`src/rtl/sdirq_pkg.sv`:
```
package sdirq_pkg;
  localparam int unsigned REG_W   = 16;
  localparam int unsigned B_CARD  = 6;
  localparam int unsigned B_RDRDY = 5;
  localparam int unsigned B_WRRDY = 4;
  localparam int unsigned B_DMA   = 3;
  localparam int unsigned B_GAP   = 2;

  // Bit positions that hold a real flag
  function automatic logic [REG_W-1:0] live_mask();
    logic [REG_W-1:0] m;
    m = '0;
    m[B_CARD]  = 1'b1;
    m[B_RDRDY] = 1'b1;
    m[B_WRRDY] = 1'b1;
    m[B_DMA]   = 1'b1;
    m[B_GAP]   = 1'b1;
    return m;
  endfunction

  // Sticky update: a write of 1 clears a bit, and a set event overrides the clear
  function automatic logic [REG_W-1:0] next_status(
    input logic [REG_W-1:0] cur,
    input logic [REG_W-1:0] set_v,
    input logic             wen,
    input logic [REG_W-1:0] wdat
  );
    logic [REG_W-1:0] clr;
    clr = wen ? wdat : '0;
    return ((cur & ~clr) | set_v) & live_mask();
  endfunction
endpackage

```
`src/rtl/sdirq_edge_det.sv`:
```
module sdirq_edge_det #(
  parameter int unsigned N = 5
) (
  input  logic         clk,
  input  logic         rst_n,
  input  logic [N-1:0] sig,
  output logic [N-1:0] rise,
  output logic [N-1:0] fall,
  output logic         armed
);
  logic [N-1:0] prev_q;

  always_ff @(posedge clk or negedge rst_n) begin
    if (!rst_n) begin
      prev_q <= '0;
      armed  <= 1'b0;
    end else begin
      prev_q <= sig;
      armed  <= 1'b1;
    end
  end

  for (genvar i = 0; i < N; i++) begin : g_edge
    assign rise[i] = armed &  sig[i] & ~prev_q[i];
    assign fall[i] = armed & ~sig[i] &  prev_q[i];
  end
endmodule

```
`src/rtl/sdirq_gap_sel.sv`:
```
module sdirq_gap_sel (
  input  logic req,
  input  logic is_read,
  input  logic dat_fall,
  input  logic wr_fall,
  output logic gap_evt
);
  always_comb begin
    gap_evt = 1'b0;
    if (req) gap_evt = is_read ? dat_fall : wr_fall;
  end
endmodule

```
`src/rtl/sdirq_status_bits.sv`:
```
module sdirq_status_bits
  import sdirq_pkg::*;
#(
  parameter int unsigned W = REG_W
) (
  input  logic         clk,
  input  logic         rst_n,
  input  logic [W-1:0] set_v,
  input  logic         wen,
  input  logic [W-1:0] wdat,
  output logic [W-1:0] status
);
  localparam logic [W-1:0] LIVE = live_mask();

  logic [W-1:0] nxt;
  assign nxt = next_status(status, set_v, wen, wdat);

  for (genvar i = 0; i < W; i++) begin : g_bit
    if (LIVE[i]) begin : g_live
      always_ff @(posedge clk or negedge rst_n) begin
        if (!rst_n) status[i] <= 1'b0;
        else        status[i] <= nxt[i];
      end
    end else begin : g_dead
      assign status[i] = 1'b0;
    end
  end
endmodule

```
`src/rtl/sd_irq_status_reg.sv`:
```
module sd_irq_status_reg
  import sdirq_pkg::*;
#(
  parameter int unsigned W = REG_W
) (
  input  logic         clk,
  input  logic         rst_n,
  input  logic         card_in,
  input  logic         rd_buf_en,
  input  logic         wr_buf_en,
  input  logic         dma_bnd_pulse,
  input  logic         dat_active,
  input  logic         wr_xfer_active,
  input  logic         gap_stop_req,
  input  logic         xfer_is_read,
  input  logic         wr_en,
  input  logic [W-1:0] wr_data,
  input  logic [W-1:0] irq_en,
  output logic [W-1:0] rd_data,
  output logic         irq
);
  localparam int unsigned NSRC  = 5;
  localparam int unsigned S_CRD = 0;
  localparam int unsigned S_RDB = 1;
  localparam int unsigned S_WRB = 2;
  localparam int unsigned S_DAT = 3;
  localparam int unsigned S_WXF = 4;

  logic [NSRC-1:0] src, rise, fall;
  logic            armed;
  logic            card_rise, rdbuf_rise, wrbuf_rise, gap_evt;
  logic [W-1:0]    set_v;

  assign src[S_CRD] = card_in;
  assign src[S_RDB] = rd_buf_en;
  assign src[S_WRB] = wr_buf_en;
  assign src[S_DAT] = dat_active;
  assign src[S_WXF] = wr_xfer_active;

  sdirq_edge_det #(.N(NSRC)) u_edge (
    .clk(clk), .rst_n(rst_n), .sig(src), .rise(rise), .fall(fall), .armed(armed)
  );

  assign card_rise  = rise[S_CRD];
  assign rdbuf_rise = rise[S_RDB];
  assign wrbuf_rise = rise[S_WRB];

  sdirq_gap_sel u_gap (
    .req(gap_stop_req), .is_read(xfer_is_read),
    .dat_fall(fall[S_DAT]), .wr_fall(fall[S_WXF]), .gap_evt(gap_evt)
  );

  always_comb begin
    set_v          = '0;
    set_v[B_CARD]  = card_rise;
    set_v[B_RDRDY] = rdbuf_rise;
    set_v[B_WRRDY] = wrbuf_rise;
    set_v[B_DMA]   = dma_bnd_pulse;
    set_v[B_GAP]   = gap_evt;
  end

  sdirq_status_bits #(.W(W)) u_bits (
    .clk(clk), .rst_n(rst_n), .set_v(set_v), .wen(wr_en), .wdat(wr_data), .status(rd_data)
  );

  assign irq = |(rd_data & irq_en);

  logic unused_armed;
  assign unused_armed = armed;
endmodule

```
`config.mk`:
```
export PLATFORM = sky130hd
export DESIGN_NAME = sd_irq_status_reg
export DESIGN_NICKNAME = d
export VERILOG_FILES = /design/src/rtl/sdirq_pkg.sv /design/src/rtl/sdirq_edge_det.sv /design/src/rtl/sdirq_gap_sel.sv /design/src/rtl/sdirq_status_bits.sv /design/src/rtl/sd_irq_status_reg.sv
export SDC_FILE = /design/constraint.sdc
export NUM_CORES = 1
export LEC_CHECK = 0
export BUFFER_PORTS_ARGS = -buffer_cell sky130_fd_sc_hd__clkbuf_2
export CAP_MARGIN = 10
export CORE_MARGIN = 3
export CORE_UTILIZATION = 27
export DETAILED_ROUTE_END_ITERATION = 6
export GPL_ROUTABILITY_DRIVEN = 0
export PLACE_DENSITY = 0.77
export SYNTH_ARGS = -nofsm -noshare
export SYNTH_HDL_FRONTEND = slang
export SYNTH_SLANG_ARGS = --single-unit
```
`constraint.sdc`:
```
create_clock -name clk -period 0.8 [get_ports clk]
set_input_delay 0.04 -clock clk [delete_from_list [all_inputs] [get_ports clk]]
set_output_delay 0.04 -clock clk [all_outputs]
set_load 0.01 [all_outputs]
```
==> metrics <==
CTS buffer count 3; Fin. Hold Viols 0; port bufs 26; critical path data arrival time ~1.3 ns; cell depth of the worst hold path 4; RSZ-0062 raised after global routing yes; Std-Cell Rows 14; internal power around 1000 uW; Post-Syn Instances 45; Clock power frac between 20% and 30%; max-slew violation count 0; vias in the first global route slightly below 500; total number of H-tree levels 1; DRT Wirelength between 1000 and 1500 um; initial antenna violation count 0; Hold WS between 0.05 and 0.06 ns; GRT Util Overall 11.9%; combinational share of power between 20% and 30%; WS Path Type reg2out; Setup Slack @ Placement -0.174 ns; Yosys cell types 14; fill count 160; IO Count 60; failing checks negative setup slack; Peak Freq slightly below 800 MHz; Starting Density a little under a third; MaxCap Viol Count 0; register area share after synthesis 57.1%; Switching Power around 330 uW; Area Overhead vs Synth 65.5%; Netlist Area Pre-Place slightly below 500 um^2; clock root buffer clkbuf_4; setup TNS -1.72 ns; gr ovfl total 0; layout cell share with drive strength beyond 1 between 40% and 50%; global-route wire length before repair around 1900 um; FF+latch count, synth 11; Sinks on Clock Net 11; final setup violation count 9; CP Launch Type flip-flop; die area about 2300 um^2; Worst Path Required 0.76 ns; clk_lat worst skew about 0.25 ns; crit path max fanout 2; fin cells 113; status complete, but fails checks; Worst setup EP type output port; Die Y between 40 and 50 um; Ys Warns 0; post-DR wirelength/cell approximately 11 um; via count 466; CTS tree yes; Die Width between 40 and 50 um; Worst Hold Class in2reg; crit path time final 1.29 ns; nets 133; Setup WS post-layout -0.489 ns; Final Total Pwr between 1 and 1.5 mW; post-DP HPWL around 880 um; cell count after placement approximately 100; Peak supply drop between 1 and 1.5 mV; clk buf depth 2; Leak Pwr between 0.4 and 0.5 nW; TritonRoute pass-1 iters 4; # DRC 0; ANT nets after route 0; syn avg cell area roughly 11 um^2; Seq pwr share a little under half; sw frac 24.8%; pin count of the biggest net entering global routing 12; core area ~1600 um^2; Setup Skew 0.00254 ns; Iteration-0 DRC Markers 6; n_diodes 0; post-DR vias/cell approximately 4.1; Register-to-Register Path Depth 4; PD cells 1660 nW/um^2; clock transition at the registers of the reported paths 0.06 ns; Tcrit/Tclk final 161%
-- power by group through the flow --
stage	registers [mW]	logic, mW	clock network [mW]
5_1_grt	0.630	0.387	0.397
3_5_place_dp	0.633	0.247	0
3_3_place_gp	0.627	0.248	0
6_report	0.627	0.350	0.349
2_1_floorplan	0.647	0.116	0
4_1_cts	0.627	0.304	0.374
-- worst paths after layout --
check,startpoint,slack (ns),end
worst min register to register,u_edge.prev_q[2]$_DFF_PN0_,0.44,u_bits.status[4]$_DFF_PN0_
max in group asynchronous,rst_n,0.40,u_bits.status[6]$_DFF_PN0_
worst min-delay path,wr_data[4],0.05,u_bits.status[4]$_DFF_PN0_
worst max register to register,u_bits.status[2]$_DFF_PN0_,-0.29,u_bits.status[2]$_DFF_PN0_
worst max-delay path,u_bits.status[2]$_DFF_PN0_,-0.49,irq
min in group asynchronous,rst_n,0.19,u_edge.armed$_DFF_PN0_
-- cells in the mapped netlist (all sizes together) --
master   n  area share (%)
a22oi    1             1.6
inv      1            0.78
a222oi   1             2.1
nand2   10             7.8
nand2b   1             1.3
a21o     1             1.6
dfrtp   11              57
buf     11              17
conb     2             1.6
o21ai    3             3.1
a32o     2             4.4
nand3b   1             1.6
-- worst max-delay path, stage by stage (launching register included) --
cell and delay (ns):
dfrtp_1 0.39, a222oi_1 0.38, nand2_1 0.08, buf_2 0.15
-- layout make-up --
class	count	area, um^2	share of cell area (%)
Sequential cell	11	275	34.5
Tap cell	24	30.0	3.77
Multi-Input combinational cell	32	158	19.8
Inverter	1	3.75	0.471
Clock buffer	4	26.3	3.30
Timing Repair Buffer	41	304	38.1
-- placed cells by master, fill, tap and decap left out, drive strengths merged --
cell         synthesis  routed
a32o                 2       2
a22oi                1       1
a21o                 1       1
nand3b               1       1
inv                  1       1
conb                 2      12
dlygate4sd3          0       7
dfrtp               11      11
o21ai                3       3
buf                 11      13
nand2b               1       1
clkbuf               0      25
nand2               10      10
a222oi               1       1
-- flip-flops by register name, indices dropped and copies added, names as in the netlist --
register	count
u_bits.status	5
u_edge.armed	1
u_edge.prev_q	5
-- cells by family after synthesis --
kind of cell / share of synthesized area (%)
AOI/OAI and AO/OA: 12.7
buffers and inverters: 17.9
DFF: 57.1
other: 1.56
and+or+nand+nor: 10.7
-- stage by stage --
| step | util [%] | instance area (um^2) |
|---|---|---|
| 6_report | 50.0 | 797 |
| 5_1_grt | 50.0 | 797 |
| 3_3_place_gp | 39.8 | 634 |
| 3_5_place_dp | 39.8 | 634 |
| 2_1_floorplan | - | 519 |
| 4_1_cts | 47.5 | 757 |
-- metal layers --
layer	up-vias	share of wire (%)	track usage, %
met5	-	0	0
met4	0	0	4.84
met3	0	11	4.06
met2	31	55	21.6
met1	220	34	12.4
li1	215	-	-
-- what timing repair did --
action | 4_1_cts | 5_1_grt
hold buffers | 7 | 0
endpoints found under the hold margin | 17 | 0
gates resized for setup | 5 | 10
endpoints found under the setup margin | 8 | 8
setup buffers | 2 | 3
pin swaps | 0 | 1
Power figures use the tool's default switching activity.
